File: src/rtl/occ_pkg.sv
`timescale 1ns/1ps
package occ_pkg;

  typedef logic [6:0] seg_t;

  // Active-low glyphs, bit 0 = segment a ... bit 6 = segment g
  localparam seg_t GLYPH_BLANK = 7'h7F;
  localparam seg_t GLYPH_F     = ~7'h71;
  localparam seg_t GLYPH_U     = ~7'h3E;
  localparam seg_t GLYPH_L     = ~7'h38;
  localparam seg_t GLYPH_C     = ~7'h39;
  localparam seg_t GLYPH_E     = ~7'h79;
  localparam seg_t GLYPH_A     = ~7'h77;
  localparam seg_t GLYPH_R     = ~7'h50;

  function automatic seg_t digit_glyph(input logic [3:0] d);
    logic [6:0] lit;
    case (d)
      4'd0:    lit = 7'h3F;
      4'd1:    lit = 7'h06;
      4'd2:    lit = 7'h5B;
      4'd3:    lit = 7'h4F;
      4'd4:    lit = 7'h66;
      4'd5:    lit = 7'h6D;
      4'd6:    lit = 7'h7D;
      4'd7:    lit = 7'h07;
      4'd8:    lit = 7'h7F;
      4'd9:    lit = 7'h6F;
      default: lit = 7'h00;
    endcase
    return ~lit;
  endfunction

endpackage

File: src/rtl/occ_rst_sync.sv
`timescale 1ns/1ps
module occ_rst_sync #(
  parameter int STAGES = 2
) (
  input  logic clk,
  input  logic rst_n,
  output logic rst_sync_n
);

  logic [STAGES-1:0] sync_q;
  logic [STAGES-1:0] sync_d;

  generate
    if (STAGES == 1) begin : g_single
      always_comb sync_d = 1'b1;
    end else begin : g_chain
      always_comb sync_d = {sync_q[STAGES-2:0], 1'b1};
    end
  endgenerate

  always_ff @(posedge clk or negedge rst_n) begin
    if (!rst_n) sync_q <= '0;
    else        sync_q <= sync_d;
  end

  assign rst_sync_n = sync_q[STAGES-1];

endmodule

File: src/rtl/occ_counter.sv
`timescale 1ns/1ps
module occ_counter #(
  parameter int CAPACITY = 25,
  parameter int CNT_W    = $clog2(CAPACITY + 1)
) (
  input  logic             clk,
  input  logic             rst_n,
  input  logic             inc,
  input  logic             dec,
  output logic [CNT_W-1:0] count
);

  localparam logic [CNT_W-1:0] CAP_V = CNT_W'(CAPACITY);

  logic             step_up;
  logic             step_dn;
  logic             cnt_en;
  logic [CNT_W-1:0] cnt_nxt;

  always_comb begin
    step_up = inc & ~dec & (count != CAP_V);
    step_dn = dec & ~inc & (count != '0);
    cnt_en  = step_up | step_dn;
    cnt_nxt = step_up ? count + 1'b1 : count - 1'b1;
  end

  always_ff @(posedge clk or negedge rst_n) begin
    if (!rst_n)      count <= '0;
    else if (cnt_en) count <= cnt_nxt;
  end


  no_overflow_chk: assert property (@(posedge clk) disable iff (!rst_n)
    count <= CAP_V);


  inc_step_chk: assert property (@(posedge clk) disable iff (!rst_n)
    (inc && !dec && count < CAP_V) |=> (count == $past(count) + 1'b1));


  dec_step_chk: assert property (@(posedge clk) disable iff (!rst_n)
    (dec && !inc && count != '0) |=> (count == $past(count) - 1'b1));


  both_hold_chk: assert property (@(posedge clk) disable iff (!rst_n)
    (inc && dec) |=> $stable(count));


  floor_hold_chk: assert property (@(posedge clk) disable iff (!rst_n)
    (count == '0 && !inc) |=> (count == '0));

endmodule

File: src/rtl/occ_bin2dec.sv
`timescale 1ns/1ps
module occ_bin2dec #(
  parameter int CNT_W = 5
) (
  input  logic [CNT_W-1:0] value,
  output logic [3:0]       tens,
  output logic [3:0]       units
);

  localparam int XW = (CNT_W < 8) ? 8 : CNT_W;

  logic [XW-1:0] ext;
  logic [XW-1:0] quot;
  logic [XW-1:0] rem;

  always_comb begin
    ext   = XW'(value);
    quot  = ext / XW'(10);
    rem   = ext - quot * XW'(10);
    tens  = 4'(quot);
    units = 4'(rem);
  end

endmodule

File: src/rtl/occ_display.sv
`timescale 1ns/1ps
module occ_display
  import occ_pkg::*;
#(
  parameter int CAPACITY = 25,
  parameter int CNT_W    = $clog2(CAPACITY + 1)
) (
  input  logic [CNT_W-1:0] count,
  output seg_t [5:0]       digits
);

  localparam logic [CNT_W-1:0] CAP_V = CNT_W'(CAPACITY);

  logic [3:0] tens;
  logic [3:0] units;
  logic       is_zero;
  logic       is_full;
  seg_t       units_seg;
  seg_t       tens_seg;

  occ_bin2dec #(.CNT_W(CNT_W)) u_bin2dec (
    .value (count),
    .tens  (tens),
    .units (units)
  );

  always_comb units_seg = digit_glyph(units);

  generate
    if (CAPACITY < 10) begin : g_one_digit
      logic unused_tens;
      always_comb begin
        unused_tens = |tens;
        tens_seg    = GLYPH_BLANK;
      end
    end else begin : g_two_digit
      always_comb tens_seg = (tens == 4'd0) ? GLYPH_BLANK : digit_glyph(tens);
    end
  endgenerate

  always_comb begin
    is_zero = (count == '0);
    is_full = (count == CAP_V);

    digits    = {6{GLYPH_BLANK}};
    digits[1] = tens_seg;
    digits[0] = units_seg;

    if (is_zero) begin
      digits[5] = GLYPH_C;
      digits[4] = GLYPH_L;
      digits[3] = GLYPH_E;
      digits[2] = GLYPH_A;
      digits[1] = GLYPH_R;
    end else if (is_full) begin
      digits[5] = GLYPH_F;
      digits[4] = GLYPH_U;
      digits[3] = GLYPH_L;
      digits[2] = GLYPH_L;
    end
  end

endmodule

File: src/rtl/lot_occupancy_display.sv
`timescale 1ns/1ps
module lot_occupancy_display
  import occ_pkg::*;
#(
  parameter int CAPACITY = 25
) (
  input  logic       clk,
  input  logic       rst_n,
  input  logic       inc,
  input  logic       dec,
  input  logic       sens_a,
  input  logic       sens_b,
  output logic [6:0] hex0,
  output logic [6:0] hex1,
  output logic [6:0] hex2,
  output logic [6:0] hex3,
  output logic [6:0] hex4,
  output logic [6:0] hex5,
  output logic       led_left,
  output logic       led_right
);

  localparam int CNT_W = $clog2(CAPACITY + 1);

  logic             rst_sync_n;
  logic [CNT_W-1:0] count;
  seg_t [5:0]       digits;

  occ_rst_sync #(.STAGES(2)) u_rst_sync (
    .clk        (clk),
    .rst_n      (rst_n),
    .rst_sync_n (rst_sync_n)
  );

  occ_counter #(.CAPACITY(CAPACITY), .CNT_W(CNT_W)) u_counter (
    .clk   (clk),
    .rst_n (rst_sync_n),
    .inc   (inc),
    .dec   (dec),
    .count (count)
  );

  occ_display #(.CAPACITY(CAPACITY), .CNT_W(CNT_W)) u_display (
    .count  (count),
    .digits (digits)
  );

  assign hex0      = digits[0];
  assign hex1      = digits[1];
  assign hex2      = digits[2];
  assign hex3      = digits[3];
  assign hex4      = digits[4];
  assign hex5      = digits[5];
  assign led_left  = sens_a;
  assign led_right = sens_b;


  full_text_chk: assert property (@(posedge clk) disable iff (!rst_sync_n)
    (count == CNT_W'(CAPACITY)) |-> (hex5 == GLYPH_F && hex2 == GLYPH_L));


  clear_text_chk: assert property (@(posedge clk) disable iff (!rst_sync_n)
    (count == '0) |-> (hex0 == digit_glyph(4'd0) && hex1 == GLYPH_R));


  upper_blank_chk: assert property (@(posedge clk) disable iff (!rst_sync_n)
    (count != '0 && count != CNT_W'(CAPACITY)) |-> (hex5 == GLYPH_BLANK));

endmodule

File: config.mk
export PLATFORM = sky130hd
export DESIGN_NAME = lot_occupancy_display
export DESIGN_NICKNAME = d
export VERILOG_FILES = /design/src/rtl/occ_pkg.sv /design/src/rtl/occ_rst_sync.sv /design/src/rtl/occ_counter.sv /design/src/rtl/occ_bin2dec.sv /design/src/rtl/occ_display.sv /design/src/rtl/lot_occupancy_display.sv
export SDC_FILE = /design/constraint.sdc
export NUM_CORES = 1
export LEC_CHECK = 0
export CORE_MARGIN = 8
export CORE_UTILIZATION = 42
export CTS_CLUSTER_DIAMETER = 60
export DETAILED_ROUTE_END_ITERATION = 10
export PLACE_DENSITY_LB_ADDON = 0.1
export RECOVER_POWER = 25
export SLEW_MARGIN = 20
export SYNTH_ARGS = -nofsm -noshare
export SYNTH_HDL_FRONTEND = slang
export SYNTH_SLANG_ARGS = --single-unit
File: constraint.sdc
create_clock -name clk -period 5.7 [get_ports clk]
set_input_delay 0.855 -clock clk [delete_from_list [all_inputs] [get_ports clk]]
set_output_delay 0.855 -clock clk [all_outputs]
set_load 0.03 [all_outputs]
# [Yosys cells after proc, flatten, opt, wreduce, memory -nomap -nowiden]
# Memories as Yosys holds them, arrays and structs flattened.
# Index checks and enable logic that the tools add are counted.
[word_totals] in_bits=6 out_inout_bits=44 rom_bits=224 elab_cells=28 regBits=7 memories=2
[memory_table] name="(name not given)" words=16 word_bits=7 read_ports=1 rd_ports_with_merged_regs=0 wr=0 line="occ_pkg.sv:18" rtl="case (d)"
[memory_table] name="(name not given)" words=16 word_bits=7 read_ports=1 rd_ports_with_merged_regs=0 wr=0 line="occ_pkg.sv:18"
[classes] bitwise=9 eq_ne=2 muxes=5 addsub=3 n_reduce_logical=3 mul=1 n_div=1
[ops] operator="$mux W28" count=2
[ops] operator="$mux W7" count=2
[ops] operator="$not A7 Y7" count=2
[ops] operator="$div A5 B4 Y8 const B" count=1
[ops] operator="$mul A8 B3 Y3 const B" count=1
[ops] operator="$add A5 B1 Y5 const B" count=1
[ops] operator="$eq A5 B5 Y1 const B" count=1
[ops] operator="$logic_not A5 Y1" count=1
[ops] operator="$mux W5" count=1
[ops] operator="$ne A5 B5 Y1 const B" count=1
[ops] operator="$reduce_bool A5 Y1" count=1
[ops] operator="$sub A5 B1 Y5 const B" count=1
[ops] operator="$and A1 B1 Y1" count=4
[ops] operator="$logic_not A4 Y1" count=1
[ops] operator="$sub A4 B4 Y4" count=1
[ops] operator="$not A1 Y1" count=2
[ops] operator="$or A1 B1 Y1" count=1

# [Logic depth before layout (Yosys ltp)]
# An unclocked memory read counts as a cell.
[depth] depth_word=5 depth_mapped=17 ltp_nobuf=17

# [Hierarchy]
# A second synthesis with hierarchy kept.
[unflattened] hier_cells=158 area_unflattened_um2=1306.3
[modules_own_cells] module="occ_display" cells_per_inst=88 seq_area_each_um2=0.0 n_inst=1 area_per_inst_um2=643.1
[modules_own_cells] module="occ_counter" cells_per_inst=46 seq_area_each_um2=125.1 n_inst=1 area_per_inst_um2=446.7
[modules_own_cells] module="occ_bin2dec" cells_per_inst=19 seq_area_each_um2=0.0 n_inst=1 area_per_inst_um2=147.6
[modules_own_cells] module="occ_rst_sync" cells_per_inst=3 seq_area_each_um2=50.0 n_inst=1 area_per_inst_um2=53.8
[modules_own_cells] module="lot_occupancy_display" cells_per_inst=2 seq_area_each_um2=0.0 n_inst=1 area_per_inst_um2=15.0

# [Least setup slack after synthesis]
# No wires, ideal clock.
[synth_timing] path_type="flip-flop to output port" startpoint="register u_counter.count[3]" endpoint="output port hex0[5]" n_path_buf=0 required_time_ps=4845 slack_ps=505 t_arrival_ps=4340 stages_incl_launch_ff=17 path_cell_list="dfrtp_1 > inv_1 > ha_1 > nand2_1 > o31ai_2 > inv_1 > ha_1 > nand2b_4 > a21o_2 > a21o_1 > ha_1 > fa_1 > inv_1 > nor2_1 > a31oi_1 > nand3_1 > a311oi_1"
[synth_between] elab_chain_cells=5
[synth_rtl] element="from (decl)" line="occ_counter.sv:10" rtl="output logic [CNT_W-1:0] count"
[synth_rtl] element="from (signal assigned)" line="occ_counter.sv:29" rtl="else if (cnt_en) count <= cnt_nxt;"
[synth_rtl] element="$div A5 B4 Y8" line="occ_bin2dec.sv:18" rtl="quot = ext / XW'(10);"
[synth_rtl] element="$mul A8 B3 Y3" line="occ_bin2dec.sv:19" rtl="rem = ext - quot * XW'(10);"
[synth_rtl] element="$sub A4 B4 Y4 (*)" line="occ_bin2dec.sv:19"
[synth_rtl] element="$mem_v2 Z16 W7 (*)"
[synth_rtl] element="$not A7 Y7 (*)" line="occ_pkg.sv:31" rtl="return ~lit;"
[synth_rtl] element="to (decl)" line="lot_occupancy_display.sv:13" rtl="output logic [6:0] hex0,"
# Every way passes the cells marked *; elsewhere a longest branch is shown, timed or not.

# [Worst setup path in the final report]
[layout_timing] startpoint="register u_counter.count[3]" endpoint="output port hex0[4]"
# Same word-level chain as after synthesis.

==> flow_summary.ini <==
[setup_path]
path_class = reg -> out
cp_data_arrival_time_ns = 4.51
critPathSlowestCell = clkdlybuf4s50_1
critPathBufInv = 4
endpoint_kind = output port
critical_path.top_delay_family = compound AO/OA/AOI/OAI gates
cp-start-kind = flop
cp_slowest_stage_delay_ns = 0.70
path_cells = inv_1 -> ha_1 -> nand2_1 -> o31ai_2 -> inv_1 -> ha_1 -> nand2b_4 -> a21o_2 -> a21o_1 -> ha_1 -> fa_1 -> inv_1 -> nor2_1 -> a31oi_2 -> nand3_1 -> a22oi_1 -> clkdlybuf4s50_1
crit_required_ns = 4.85
path_max_fanout = 10

[logic_synthesis]
synthCells = 136
synth-edff-count = 0
synth_largest_area_cell = buf_4
ys_ff_latch = 7
synth_cell_types = 39
synth_most_common_cell = buf_4
synthTopCellsByArea = buf_4 (19%), dfrtp_1 (16%), ha_1 (16%)
ys_warn_count = 0
netlist.area_leader.share_pct = 19.3
synth_area_um2 = 1130
synth_area_per_cell_um2 = 8.29
ys_seq_area_share_pct = 15.5
async_flop_share_pct = 100
ys.flop_type = dfrtp_1
netlist_top_cells_count = buf_4 (29), ha_1 (14), inv_1 (11), nand2_1 (11)

[placed_design]
placed_cell_area_um2 = 1360
buffer_ports.inserted = 38
globalplace.congestion = 0.830
dpl.hpwl_um = 2060

[floorplanning]
initial_utilization_pct = 44.7
core_area_um2 = 2520
rows = 18
ioPinCount = 50
fp.dieW_um = 67.8
die-area_um2 = 4600
die_h_um = 67.8

[sta]
slew_violations = 0
fmax_mhz = 186
hold_violations = 0
final.period_utilization_pct = 94.2
tns_ns = 0
period_needed_ns = 5.37
finalSetupViolations = 0
rsz0062_at_grt = false
fin_skew_ns = 0.00209

[cts]
cts_sinks = 7
numCtsBuffers = 3
htree_num_levels = 1
clockBufferDepth = 2
root_buffer = clkbuf_4
clk_pin_slew_ns = 0.05
clock_latency_ns = 0.24
cts_tree = built
cts_setup_buffers = 0

[grt]
antenna_found_initial = 0
grt_overflow = 0
grt_pass1_vias = 958
grt_use_total_pct = 10.7
grt_pass1_wl_um = 4060
grt_max_degree = 14

[finish]
drive_above_1_share_pct = 9.62
fillers = 254
diodes = 0
syn_to_final_growth_pct = 24.2
nets = 179
final_area_um2 = 1400

[routing]
routed_wl_um = 2540
via_per_inst = 5.36
ant_nets = 0
dr_total_vias = 997
wl_per_cell_um = 13.7
dr.pass1.iters = 4
route.detailed.drc = 0
drt-initial-drc-count = 25

[job]
maxCapViolations = 0

[worst_hold_path]
min_path_type = reg -> async

[run_status]
status = finished, final reports clean
state kept, by name, indices dropped and copies added, names as in the netlist:
signal and count:
u_counter.count 5, u_rst_sync.sync_q 2
placed cells by master, fill, tap and decap left out, types with 2 or more instances in the layout:
cell type / count
a21o_2: 2
inv_1: 11
dfrtp_1: 7
dlymetal6s2s_1: 3
clkdlybuf4s50_1: 34
o21ai_0: 7
nand3b_1: 2
buf_4: 2
nor2_1: 2
conb_1: 8
clkbuf_1: 2
a31o_2: 2
a21oi_1: 6
a31oi_1: 4
a211oi_1: 3
xnor2_1: 2
a21o_1: 3
fa_1: 2
a311oi_1: 3
a211o_1: 2
xor2_1: 2
nand2_1: 11
ha_1: 14
nor4_1: 2
clkbuf_4: 3
cells by family (layout without fill, tap and decap cells):
family,Yosys count,after routing,share of synthesized area [%]
AO/OA/AOI/OAI,38,38,23.8
AND/OR/NAND/NOR,26,26,13.2
XOR/XNOR,4,4,3.11
multiplexers,1,1,0.888
buffers and inverters,43,56,24.1
adder cells (fa/ha/maj),16,16,19.1
flip-flops,7,7,15.5
other,1,8,0.333
stage by stage:
stage,hold WS (ns),cells,setup slack [ns],util [%]
CTS,0.0872,186,0.0813,55.1
global placement,0.0691,182,0.432,54.1
global route,0.107,186,0.0185,55.5
floorplan,0.0541,143,0.505,-
detailed placement,0.0842,182,0.343,54.1
finish,0.0755,186,0.332,55.5
metal layers:
layer / vias to the layer above / GRT usage [%] / share of wire, %
li1: 486 / - / -
met1: 469 / 11.8 / 41
met2: 42 / 20.0 / 46
met3: 0 / 3.92 / 13
met4: 0 / 0.767 / 0
met5: - / 0 / 0
what timing repair did:
action	in CTS	in global routing
setup endpoints to repair	0	7
gates resized for setup	0	4
hold buffers	0	0
worst paths after layout:
check	from	endpoint	slack, ns	cells past startpoint
max	u_counter.count[3]	hex0[4]	0.33	17
min	u_rst_sync.sync_q[1]	u_counter.count[3]	0.08	0
max reg2reg	u_counter.count[2]	u_counter.count[4]	3.11	9
max in group asynchronous	rst_n	u_rst_sync.sync_q[1]	4.74	1
min reg2reg	u_rst_sync.sync_q[1]	u_counter.count[3]	0.08	0
min in group clk	u_rst_sync.sync_q[0]	u_rst_sync.sync_q[1]	0.35	0
area by class of cell:
| type | instances | area, um^2 | area share (%) |
|---|---|---|---|
| Inverter | 11 | 41.3 | 2.95 |
| Clock buffer | 4 | 26.3 | 1.88 |
| Sequential cell | 7 | 175 | 12.5 |
| Timing Repair Buffer | 41 | 407 | 29.0 |
| Multi-Input combinational cell | 93 | 713 | 50.9 |
| Tap cell | 30 | 37.5 | 2.68 |
Power is not shown: default switching activity piles up to over one toggle a cycle in this logic, so the estimate is an artifact.
